$ cat config.mk
export PLATFORM = sky130hd
export DESIGN_NAME = ilk_issue_ctrl
export DESIGN_NICKNAME = d
export VERILOG_FILES = /design/src/rtl/ilk_pkg.sv /design/src/rtl/ilk_scoreboard.sv /design/src/rtl/ilk_addseq.sv /design/src/rtl/ilk_ccunit.sv /design/src/rtl/ilk_issue_ctrl.sv
export SDC_FILE = /design/constraint.sdc
export NUM_CORES = 1
export LEC_CHECK = 0
export ABC_AREA = 1
export BUFFER_PORTS_ARGS = -buffer_cell sky130_fd_sc_hd__buf_2
export CELL_PAD_IN_SITES_DETAIL_PLACEMENT = 0
export CELL_PAD_IN_SITES_GLOBAL_PLACEMENT = 1
export CORE_UTILIZATION = 32
export CTS_CLUSTER_SIZE = 20
export DETAILED_ROUTE_END_ITERATION = 16
export PLACE_DENSITY = 0.84
export SYNTH_ARGS = -nofsm -noshare
export SYNTH_HDL_FRONTEND = slang
export SYNTH_SLANG_ARGS = --single-unit
$ cat constraint.sdc
create_clock -name clk_i -period 1.7 [get_ports clk_i]
set_input_delay 0.085 -clock clk_i [delete_from_list [all_inputs] [get_ports clk_i]]
set_output_delay 0.085 -clock clk_i [all_outputs]
set_load 0.05 [all_outputs]
$ cat src/rtl/ilk_pkg.sv
package ilk_pkg;
  typedef enum logic [1:0] {
    OP_INT  = 2'd0,
    OP_LOG  = 2'd1,
    OP_LADD = 2'd2,
    OP_BR   = 2'd3
  } op_e;

  typedef enum logic [1:0] {
    CC_ZERO = 2'b00,
    CC_POS  = 2'b01,
    CC_NEG  = 2'b10
  } cc_e;
endpackage

$ cat src/rtl/ilk_scoreboard.sv
module ilk_scoreboard #(
  parameter int NREG = 16,
  parameter int AW   = $clog2(NREG)
) (
  input  logic          clk_i,
  input  logic          rst_ni,
  input  logic          set_i,
  input  logic [AW-1:0] set_rd_i,
  input  logic          set_pair_i,
  input  logic          clr_i,
  input  logic [AW-1:0] q_rs_i,
  input  logic [AW-1:0] q_rt_i,
  input  logic [AW-1:0] q_rd_i,
  output logic          hit_o
);
  logic [NREG-1:0] pend_q;
  logic [AW-1:0]   rd_nxt;

  assign rd_nxt = (set_rd_i == AW'(NREG-1)) ? '0 : set_rd_i + 1'b1;

  for (genvar g = 0; g < NREG; g++) begin : g_pend
    logic mark;
    assign mark = set_i && ((set_rd_i == AW'(g)) || (set_pair_i && rd_nxt == AW'(g)));
    always_ff @(posedge clk_i or negedge rst_ni) begin
      if (!rst_ni)    pend_q[g] <= 1'b0;
      else if (mark)  pend_q[g] <= 1'b1;
      else if (clr_i) pend_q[g] <= 1'b0;
    end
  end

  assign hit_o = pend_q[q_rs_i] | pend_q[q_rt_i] | pend_q[q_rd_i];


  clear_all_chk: assert property (@(posedge clk_i) disable iff (!rst_ni)
    clr_i |=> pend_q == '0);


  pair_mark_chk: assert property (@(posedge clk_i) disable iff (!rst_ni)
    set_i |=> $countones(pend_q) == ($past(set_pair_i) ? 2 : 1));
endmodule

$ cat src/rtl/ilk_addseq.sv
module ilk_addseq #(
  parameter int AW        = 4,
  parameter int LAT_SHORT = 3,
  parameter int LAT_LONG  = 4
) (
  input  logic          clk_i,
  input  logic          rst_ni,
  input  logic          start_i,
  input  logic          long_i,
  input  logic          vec_i,
  input  logic [AW-1:0] rd_i,
  output logic          busy_o,
  output logic          done_o,
  output logic [AW-1:0] addr_o,
  output logic          pair_o
);
  localparam int CW = $clog2(LAT_LONG + 1);

  logic          busy_q;
  logic [CW-1:0] cnt_q;
  logic [AW-1:0] addr_q;
  logic          pair_q;

  always_ff @(posedge clk_i or negedge rst_ni) begin
    if (!rst_ni) begin
      busy_q <= 1'b0;
      cnt_q  <= '0;
      addr_q <= '0;
      pair_q <= 1'b0;
    end else if (start_i) begin
      busy_q <= 1'b1;
      cnt_q  <= long_i ? CW'(LAT_LONG - 1) : CW'(LAT_SHORT - 1);
      addr_q <= rd_i;
      pair_q <= vec_i;
    end else if (busy_q) begin
      if (cnt_q == '0) busy_q <= 1'b0;
      else             cnt_q  <= cnt_q - 1'b1;
    end
  end

  assign busy_o = busy_q;
  assign done_o = busy_q && (cnt_q == '0);
  assign addr_o = addr_q;
  assign pair_o = pair_q;


  start_idle_chk: assert property (@(posedge clk_i) disable iff (!rst_ni)
    start_i |-> !busy_q);
endmodule

$ cat src/rtl/ilk_ccunit.sv
module ilk_ccunit
  import ilk_pkg::*;
#(
  parameter int DW = 32
) (
  input  logic          clk_i,
  input  logic          rst_ni,
  input  logic          we_i,
  input  logic [DW-1:0] res_i,
  input  logic          br_i,
  input  logic [2:0]    mask_i,
  output logic [1:0]    cc_o,
  output logic          taken_o,
  output logic          pend_o
);
  cc_e        cc_q;
  logic [2:0] state_hot;

  always_ff @(posedge clk_i or negedge rst_ni) begin
    if (!rst_ni) cc_q <= CC_ZERO;
    else if (we_i) begin
      if (res_i[DW-1])       cc_q <= CC_NEG;
      else if (res_i == '0)  cc_q <= CC_ZERO;
      else                   cc_q <= CC_POS;
    end
  end

  assign state_hot = {cc_q == CC_NEG, cc_q == CC_POS, cc_q == CC_ZERO};
  assign taken_o   = br_i && |(mask_i & state_hot);
  assign pend_o    = we_i;
  assign cc_o      = cc_q;


  cc_neg_chk: assert property (@(posedge clk_i) disable iff (!rst_ni)
    we_i && res_i[DW-1] |=> cc_q == CC_NEG);


  cc_hold_chk: assert property (@(posedge clk_i) disable iff (!rst_ni)
    !we_i |=> $stable(cc_q));
endmodule

$ cat src/rtl/ilk_issue_ctrl.sv
module ilk_issue_ctrl
  import ilk_pkg::*;
#(
  parameter int NREG      = 16,
  parameter int DW        = 32,
  parameter int LAT_SHORT = 3,
  parameter int LAT_LONG  = 4,
  localparam int AW       = $clog2(NREG)
) (
  input  logic          clk_i,
  input  logic          rst_ni,
  input  logic          req_valid_i,
  input  logic [1:0]    req_op_i,
  input  logic [AW-1:0] req_rd_i,
  input  logic [AW-1:0] req_rs_i,
  input  logic [AW-1:0] req_rt_i,
  input  logic          req_vec_i,
  input  logic          req_long_i,
  input  logic [2:0]    req_mask_i,
  input  logic [DW-1:0] alu_res_i,
  output logic          issue_o,
  output logic          stall_o,
  output logic          add_start_o,
  output logic          add_long_o,
  output logic          add_vec_o,
  output logic          br_taken_o,
  output logic          wb_a_en_o,
  output logic [AW-1:0] wb_a_addr_o,
  output logic          wb_b_en_o,
  output logic [AW-1:0] wb_b_addr_o,
  output logic          wb_b_pair_o,
  output logic [1:0]    cc_o
);
  op_e           op;
  logic          is_single;
  logic          sb_hit;
  logic          add_busy;
  logic          cc_pend;
  logic          wb_a_en_q;
  logic          wb_a_int_q;
  logic [AW-1:0] wb_a_addr_q;

  assign op        = op_e'(req_op_i);
  assign is_single = (op == OP_INT) || (op == OP_LOG);

  assign stall_o = req_valid_i && ((is_single && sb_hit) ||
                                   (op == OP_LADD && add_busy) ||
                                   (op == OP_BR && cc_pend));
  assign issue_o     = req_valid_i && !stall_o;
  assign add_start_o = issue_o && (op == OP_LADD);
  assign add_long_o  = add_start_o && req_long_i;
  assign add_vec_o   = add_start_o && req_vec_i;

  always_ff @(posedge clk_i or negedge rst_ni) begin
    if (!rst_ni) begin
      wb_a_en_q   <= 1'b0;
      wb_a_int_q  <= 1'b0;
      wb_a_addr_q <= '0;
    end else begin
      wb_a_en_q   <= issue_o && is_single;
      wb_a_int_q  <= issue_o && (op == OP_INT);
      wb_a_addr_q <= req_rd_i;
    end
  end

  assign wb_a_en_o   = wb_a_en_q;
  assign wb_a_addr_o = wb_a_addr_q;

  ilk_scoreboard #(.NREG(NREG), .AW(AW)) i_scoreboard (
    .clk_i      (clk_i),
    .rst_ni     (rst_ni),
    .set_i      (add_start_o),
    .set_rd_i   (req_rd_i),
    .set_pair_i (req_vec_i),
    .clr_i      (wb_b_en_o),
    .q_rs_i     (req_rs_i),
    .q_rt_i     (req_rt_i),
    .q_rd_i     (req_rd_i),
    .hit_o      (sb_hit)
  );

  ilk_addseq #(.AW(AW), .LAT_SHORT(LAT_SHORT), .LAT_LONG(LAT_LONG)) i_addseq (
    .clk_i   (clk_i),
    .rst_ni  (rst_ni),
    .start_i (add_start_o),
    .long_i  (req_long_i),
    .vec_i   (req_vec_i),
    .rd_i    (req_rd_i),
    .busy_o  (add_busy),
    .done_o  (wb_b_en_o),
    .addr_o  (wb_b_addr_o),
    .pair_o  (wb_b_pair_o)
  );

  ilk_ccunit #(.DW(DW)) i_ccunit (
    .clk_i   (clk_i),
    .rst_ni  (rst_ni),
    .we_i    (wb_a_int_q),
    .res_i   (alu_res_i),
    .br_i    (issue_o && (op == OP_BR)),
    .mask_i  (req_mask_i),
    .cc_o    (cc_o),
    .taken_o (br_taken_o),
    .pend_o  (cc_pend)
  );


  wb_a_follow_chk: assert property (@(posedge clk_i) disable iff (!rst_ni)
    issue_o && is_single |=> wb_a_en_o && wb_a_addr_o == $past(req_rd_i));


  distinct_retire_chk: assert property (@(posedge clk_i) disable iff (!rst_ni)
    wb_a_en_o && wb_b_en_o && !wb_b_pair_o |-> wb_a_addr_o != wb_b_addr_o);


  stall_needs_req_chk: assert property (@(posedge clk_i) disable iff (!rst_ni)
    stall_o |-> req_valid_i && !issue_o);
endmodule

## Word level (Yosys, flattened, before mapping)

Index checks and enable logic that the tools add are counted.

- Word-level logic and storage cells: 191
- Input bits: 54
- Bits in registers: 33

- Reductions and logical operators: 90
- Equality and inequality tests: 36
- Bitwise operators: 3
- $add $sub $neg: 2
- Order comparisons: 3
- Muxes and demuxes: 33

Operators with widths:

| kind | number |
|---|---|
| 4-bit == test, second input constant | 16 |
| 1-bit logical AND | 45 |
| 2-bit nonzero test | 17 |
| 4-bit by 3-bit == test with 1-bit output, second input constant | 8 |
| 32-bit logical NOT | 1 |
| 1-bit 2-to-1 mux | 25 |
| 1-bit logical OR | 19 |
| 4-bit by 2-bit == test with 1-bit output, second input constant | 4 |
| 4-bit by 5-bit less-than comparator with 1-bit output, second input constant | 3 |
| 1-bit binary-select mux with 4-bit select | 3 |
| 3-bit 2-to-1 mux | 3 |
| 4-bit by 1-bit == test with 1-bit output, second input constant | 2 |
| 4-bit logical NOT | 2 |
| 2-bit == test, second input constant | 3 |
| 4-bit by 1-bit adder with 4-bit output, second input constant | 1 |
| 2-bit by 1-bit == test with 1-bit output, second input constant | 2 |
| 2-bit logical NOT | 2 |
| 4-bit 2-to-1 mux | 1 |
| 3-bit bitwise AND | 1 |
| 3-bit logical NOT | 1 |
| 3-bit OR reduction | 1 |
| 3-bit by 1-bit subtractor with 3-bit output, second input constant | 1 |
| 2-bit 2-to-1 mux | 1 |
| 2-bit != test, second input constant | 1 |
| 3 further kinds | 4 |

## Longest topological paths before layout

Gate-level depths: netlist of the first run.

- Depth in word-level cells: 13
- Gate-level depth with buffers: 16
- Gate-level depth less buffers: 16

## Cells and area by module

Synthesis of the first run repeated with hierarchy kept, for this count alone.

- Cell total of the unflattened synthesis: 348
- Area, all modules: 2,260.9 sq um

Modules (own cells, without submodules):

| module | cells each | seq. area each (sq um) | times used | area each (sq um) |
|---|---|---|---|---|
| ilk_scoreboard | 229 | 400.4 | 1 | 1,337.5 |
| ilk_addseq | 49 | 225.2 | 1 | 429.2 |
| ilk_issue_ctrl | 25 | 150.1 | 1 | 270.3 |
| ilk_ccunit | 45 | 50.0 | 1 | 224.0 |

## Worst setup path after synthesis of the first run

OpenSTA, ideal clock, no wires.

- Path type: reg2out
- From: register i_scoreboard.pend_q[1]
- To: output port br_taken_o
- Cell stages (with the launch flop): 12
- Arrival time: 2.215 ns
- Setup slack: -0.600 ns
- Buffers on the path: 0
- Path through: dfrtp_1 -> inv_1 -> nand2_1 -> o211ai_1 -> nand2_1 -> nor2_1 -> nor2_1 -> nor2_1 -> nand2_1 -> a21oi_1 -> nand2_1 -> nor3_1

- Word-level cells in the longest chain between the ends: 12

Ends and longest elaborated chain:

| what | line | source |
|---|---|---|
| start: declaration | ilk_scoreboard.sv:16 | `logic [NREG-1:0] pend_q;` |
| start signal: indexed assignment | ilk_scoreboard.sv:25 | `if (!rst_ni) pend_q[g] <= 1'b0;` |
| start signal: indexed assignment | ilk_scoreboard.sv:26 | `else if (mark) pend_q[g] <= 1'b1;` |
| start signal: indexed assignment | ilk_scoreboard.sv:27 | `else if (clr_i) pend_q[g] <= 1'b0;` |
| 1-bit binary-select mux with 4-bit select | ilk_scoreboard.sv:31 | `assign hit_o = pend_q[q_rs_i] \| pend_q[q_rt_i] \| pend_q[q_rd_i];` |
| 1-bit 2-to-1 mux (implied by the code) | ilk_scoreboard.sv:31 |  |
| 1-bit OR | ilk_scoreboard.sv:31 |  |
| 1-bit OR (*) | ilk_scoreboard.sv:31 |  |
| 1-bit logical AND (*) | ilk_issue_ctrl.sv:46 | `assign stall_o = req_valid_i && ((is_single && sb_hit) \|\|` |
| 1-bit logical OR (*) | ilk_issue_ctrl.sv:46 |  |
| 1-bit logical OR (*) | ilk_issue_ctrl.sv:47 | `(op == OP_LADD && add_busy) \|\|` |
| 1-bit logical AND (*) | ilk_issue_ctrl.sv:46 |  |
| 1-bit logical NOT (*) | ilk_issue_ctrl.sv:49 | `assign issue_o = req_valid_i && !stall_o;` |
| 1-bit logical AND (*) | ilk_issue_ctrl.sv:49 |  |
| 1-bit logical AND (*) | ilk_issue_ctrl.sv:100 | `.br_i (issue_o && (op == OP_BR)),` |
| 1-bit logical AND (*) | ilk_ccunit.sv:29 | `assign taken_o = br_i && \|(mask_i & state_hot);` |
| end: declaration | ilk_issue_ctrl.sv:26 | `output logic br_taken_o,` |

Every way passes the cells marked *; elsewhere a longest branch is shown, timed or not. The select of a mux whose other input is x is not followed.

## Worst setup path after layout of the first run

- From: register i_scoreboard.pend_q[13]
- To: output port br_taken_o

The elaborated chain is that of the path after synthesis.

==> results of run 1 <==
layer usage:
layer,share of wire (%),vias to the layer above
li1,-,1261
met1,46,1164
met2,49,39
met3,3.3,7
met4,1.1,0
met5,0,-
cell families (layout without fill, tap and decap cells):
kind of cell | after synthesis | after routing
simple gates | 160 | 160
buf+inv | 64 | 192
fa+ha+maj | 2 | 2
compound gates | 46 | 46
xor+xnor | 2 | 2
flops | 33 | 33
stage by stage:
step,worst slack [ps],setup TNS (ps),instances,hold WS [ps],utilization [%]
6_report,-304,-8060,515,25.4,51.1
5_1_grt,-445,-12520,515,49.9,51.1
4_1_cts,-340,-5250,503,23.9,49.2
3_5_place_dp,-188,-3610,483,202,42.9
3_3_place_gp,-182,-3210,483,197,42.9
2_1_floorplan,-82.1,-164,307,-211,-
power by group:
group	switching, µW	internal [µW]	leakage [µW]
sequential	213	1080	0.000424
combinational	1270	1080	0.00132
clock	323	477	0.0000574
layout by cell type, fill, tap and decap left out, drive strengths merged:
| cell | n |
|---|---|
| nand3 | 22 |
| a32o | 4 |
| a21oi | 1 |
| o211ai | 15 |
| nand2 | 101 |
| o22ai | 16 |
| clkbuf | 6 |
| buf | 126 |
| nand3b | 1 |
| nand4 | 3 |
| ha | 2 |
| dfrtp | 33 |
| clkinvlp | 1 |
| nor4 | 7 |
| bufinv | 1 |
| dlygate4sd3 | 5 |
| a31oi | 1 |
| xor2 | 2 |
| nor2 | 23 |
| nor3 | 3 |
| inv | 53 |
| o21ai | 9 |
cell type report:
class                      instances  area share [%]
tap                               80            2.90
timing repair buffer             131            28.1
clock buffer                       6            2.39
inverter                          53            5.76
clock inverter                     2            1.09
sequential                        33            23.9
multi-input combinational        210            35.9
sequential cells by signal, summed over array words and instances, names as in the netlist:
| register | flops |
|---|---|
| i_addseq.addr_o | 4 |
| wb_a_addr_o | 4 |
| i_addseq.cnt_q | 3 |
| wb_a_int_q | 1 |
| wb_a_en_o | 1 |
| i_addseq.busy_o | 1 |
| i_addseq.pair_o | 1 |
| i_ccunit.cc_o | 2 |
| i_scoreboard.pend_q | 16 |
how the worst max path moves through the flow:
| stage | start | endpoint | slack (ps) |
|---|---|---|---|
| after floorplan | i_scoreboard.pend_q[1] | add_long_o | -80 |
| after global placement | i_scoreboard.pend_q[1] | br_taken_o | -180 |
| after detailed placement | i_scoreboard.pend_q[1] | br_taken_o | -190 |
| after CTS | i_scoreboard.pend_q[10] | br_taken_o | -340 |
| after global routing | i_scoreboard.pend_q[10] | add_long_o | -440 |
| final | i_scoreboard.pend_q[13] | br_taken_o | -300 |
worst register-to-register path, stage by stage (launching register included):
cell	delay [ps]
dfrtp_1	400
inv_2	90
nand2_1	50
nand3_1	80
nand3_1	80
nand3_1	90
nand2_1	70
nor2_2	120
nand2_2	100
nand2_2	90
nand4_4	150
buf_4	190
buf_8	140
buf_8	140
nand2_2	50
o21ai_2	50
timing repair:
item                       in CTS  in global routing
hold buffers                    5                  0
setup endpoints to repair      32                 34
resized for setup              60                 14
setup buffers                   6                 13
cloned                          2                  0
hold endpoints to repair       37                  0
pin swaps                       6                  5
==> impl_metrics.ini, run 1 <==
[status]
outcome = complete, but fails checks
violations = setup timing

[final_layout]
drive_above_1_share_pct = 45.5
nets = 490
fin_area_um2 = 3450
regArea_um2 = 826
diodes = 0
fillerInstances = 655
multiInputGateArea_um2 = 1240
area_growth_pct = 55.3

[worst_hold_path]
min_from = alu_res_i[31]
hold_path_class = in2reg
whs_endpoint = i_ccunit.cc_o[1]
hold_depth = 3

[sta]
drv_slew = 0
slew_headroom_pct = 49.0
max_freq_mhz = 499
hold_viol = 0
setup_violations = 33
rsz0062_at_grt = yes
fin_crit_sh_pct = 118
setup_ws_ps = -304
worstMarginPinSlew_ps = 764
fin_worst_skew_ps = 8.35
period_minus_slack_ps = 2000

[setup_path]
timing.rr.start = i_scoreboard.pend_q[13]
crit_required_ps = 1620
critical_path_class = reg2out
r2r_end = i_addseq.addr_o[1]
critical-path-max-stage-delay_ps = 400
path_delay_family = simple AND/OR/NAND/NOR gates
worstPathMaxFanout = 3
arrival_ps = 1920
reg2reg_depth = 15
critPathSlowestCell = dfrtp_1
worst_setup_path_end_kind = output port
cp-start-kind = flip-flop
crit_top_cell = nand3_1
crit_buf_inv = 2
path_depth = 12
r2r_setup_slack_ps = -290
cp_cell_sequence = inv_2 > nand2_1 > nand3_1 > nand3_1 > nand3_1 > nand2_1 > nor2_2 > nand2_2 > a21oi_4 > nand2_2 > nor3_4 > buf_6

[cts]
path_clk_slew_ps = 80
htreeDepth = 2
cts_root_buf = clkbuf_8
cts_buffers = 5
cts_tree = built
cts_buffer_depth = 2
cts.sinks = 33
clk_latency_ps = 290

[routing]
first_iter_violations = 123
ant_nets = 0
routed_wl_um = 6590
wl_per_cell_um = 12.8
drc_errors = 0
firstDrtPassIters = 4
vias_per_cell = 4.80
num_vias = 2471

[synth]
synth_xor_xnor_area_share_pct = 0.787
post_synth_instance_area_um2 = 2220
synth_cells = 307
synth.area.top_cells = dfrtp_1 (37%), nand2_1 (17%), inv_1 (8.3%)
synth_top_family_by_area = simple AND/OR/NAND/NOR gates
synthMuxAreaShare_pct = 0
yosysUniqueCellTypes = 27
synth_top_area_cell = dfrtp_1
synth_flop_cell = dfrtp_1
synth_top_area_share_pct = 37.1
ys_warn_count = 0
syn-num-nets = 363
synth_edf_count = 0
syn_area_per_cell_um2 = 7.25
synth_commonest_cells = nand2_1 (100), inv_1 (49), dfrtp_1 (33)
synth_compound_area_share_pct = 18.2
synth_most_common_cell = nand2_1
ys_ff_latch = 33
synth_seq_area_share_pct = 37.1
ys_async_sr_fraction_pct = 100
yosys.area_share.simple_pct = 30.5
synth-adder-area-share_pct = 1.12

[placed_design]
gp_congestion = 0.846
portBuffers = 72
placed_cell_area_um2 = 2900
hpwl_um = 4760

[power]
p_per_area_nw_per_um2 = 1290
vdd_drop_max_uv = 654
fin_total_pwr_uw = 4440
power.leakage_uw = 0.00180

[die]
num_rows = 30
die_w_um = 85.4
ioPinCount = 73
start_util_pct = 32.9
core_area_um2 = 6760
die_y_um = 85.4
fp.dieArea_um2 = 7290

[global_routing]
use_met2_pct = 32.5
grt_pass1_wl_um = 11300
grt_use_met3_pct = 3.40
grt_overflow = 0
grt_max_degree = 34
grt_usage_pct = 19.4
grt_pass1_vias = 2427
antenna_found_initial = 0
grt_use_met1_pct = 26.0
busiest_layer = met2

[flow_run]
maxCapViolCount = 0
Note: power is estimated with default switching activity, not from simulation.
==> inputs of run 2 (changes only) <==
CORE_UTILIZATION = 36   (was 32)
PLACE_DENSITY = 0.89   (was 0.84)
clock period = 2 ns   (was 1.7 ns; I/O delays follow)
==> impl_metrics.ini, run 2 (synthesized netlist as in run 1, its figures left out) <==
[global_routing]
grt_pass1_vias = 2080
antenna_found_initial = 0
grt_overflow = 0
grt_max_degree = 34
grt_pass1_wl_um = 9790
grt_usage_pct = 19.7

[setup_path]
critPathSlowestCell = dfrtp_1
arrival_ps = 1920
worstPathMaxFanout = 6
critical_path_class = reg2out
critical-path-max-stage-delay_ps = 430
cp_cell_sequence = inv_2 > nand2_1 > nand3_1 > nand3_1 > nand3b_1 > nand2_1 > nor2_2 > nand2_2 > nand2_2 > nand4_4 > nor2_4 > buf_8
crit_required_ps = 1900
cp-start-kind = flip-flop
worst_setup_path_end_kind = output port

[sta]
setup_ws_ps = -22.8
setup_violations = 3
drv_slew = 0
max_freq_mhz = 494
hold_viol = 0
slew_headroom_pct = 50.6
fin_crit_sh_pct = 101
rsz0062_at_grt = yes
period_minus_slack_ps = 2020
fin_worst_skew_ps = 6.37
fin_setup_tns_ps = -44.4
worstMarginPinSlew_ps = 741
holdWs_ps = 65.7

[die]
core_area_um2 = 5960
ioPinCount = 73
fp.dieArea_um2 = 6500
start_util_pct = 37.4
num_rows = 28
die_y_um = 80.6
die_w_um = 80.6

[worst_hold_path]
hold_path_class = in2reg

[power]
switching_share_pct = 43.7
p_int_uw = 1790
p_switching_uw = 1390
p_seq_share_pct = 35.0
combinationalPowerShare_pct = 47.5
power.share.clock_pct = 17.5
p_per_area_nw_per_um2 = 1080
power.leakage_uw = 0.00155
vdd_drop_max_uv = 516

[placed_design]
gp_congestion = 0.835
portBuffers = 72
hpwl_um = 4550

[cts]
clk_latency_ps = 280
cts_buffer_depth = 2
cts_buffers = 5
cts_tree = built
cts.sinks = 33
cts_root_buf = clkbuf_8
htreeDepth = 2
path_clk_slew_ps = 70

[final_layout]
nets = 447
drive_above_1_share_pct = 36.5
largest_register_ffs = 16
area_growth_pct = 32.1
mostFrequentLayoutCell = nand2_1
diodes = 0
final_cell_mix = nand2_1 (97), buf_2 (67), inv_1 (32), dfrtp_1 (32), nand3_1 (22)
top_register = i_scoreboard.pend_q
final_core_util_pct = 49.3

[routing]
first_iter_violations = 111
wl_per_cell_um = 12.7
ant_nets = 0
top_layer = met4
num_vias = 2279
routed-wl-met3_um = 257
vias_per_cell = 4.88
routed_wl_um = 5920
drc_errors = 0
met1_length_um = 2680
firstDrtPassIters = 4
routed-wl-met2_um = 2860

[status]
violations = setup timing
outcome = complete, but fails checks

[flow_run]
maxCapViolCount = 0
[run 2: power groups by stage]
| stage | clock network (µW) | registers [µW] | logic, µW |
|---|---|---|---|
| floorplan | 0 | 1250 | 883 |
| global placement | 0 | 1090 | 1410 |
| detailed placement | 0 | 1090 | 1420 |
| CTS | 561 | 1110 | 1450 |
| global route | 597 | 1140 | 1670 |
| finish | 555 | 1110 | 1510 |
[run 2: worst paths after layout]
kind / slack (ps) / startpoint / endpoint / depth (start not counted)
max: -20 / i_scoreboard.pend_q[4] / add_vec_o / 12
min: 70 / alu_res_i[31] / i_ccunit.cc_o[1] / 3
max reg2reg: 130 / i_scoreboard.pend_q[4] / i_addseq.addr_o[0] / 14
min reg2reg: 490 / i_addseq.pair_o / i_addseq.pair_o / 2
max in group asynchronous: 1060 / rst_ni / i_scoreboard.pend_q[10] / 2
min in group asynchronous: 420 / rst_ni / i_addseq.cnt_q[1] / 2
[run 2: cell type report]
type                            count  area [µm²]
Sequential cell                    33         827
Clock buffer                        7        96.3
Multi-Input combinational cell    210        1170
Fill cell                         587        3020
Inverter                           53         199
Timing Repair Buffer               88         546
Clock inverter                      1        5.00
Tap cell                           75        93.8
[run 2: critical path: cells and delay by family (launching register included)]
kind                   cells  cell delay, ps
and+or+nand+nor           10             960
DFF                        1             430
buffers and inverters      2             230
[run 2: through the flow]
step | power, µW | area [µm²] | worst slack (ps) | instances
floorplan | 2130 | 2230 | -28.7 | 307
global route | 3410 | 2940 | -174 | 467
CTS | 3120 | 2860 | -45.1 | 464
finish | 3180 | 2940 | -22.8 | 467
detailed placement | 2510 | 2680 | 81.8 | 452
global placement | 2500 | 2680 | 90.0 | 452
[run 2: per-layer routing]
layer	track usage [%]	vias to the layer above
met5	0	-
met4	6.79	0
met3	3.18	10
met2	31.6	49
met1	26.5	1051
li1	-	1169
[run 2: timing repair]
item	in CTS	in global routing
pin swaps	2	2
gates resized for setup	27	18
hold buffers	4	0
hold endpoints to repair	36	0
setup buffers	0	3
gates cloned	0	0
endpoints found under the setup margin	6	5
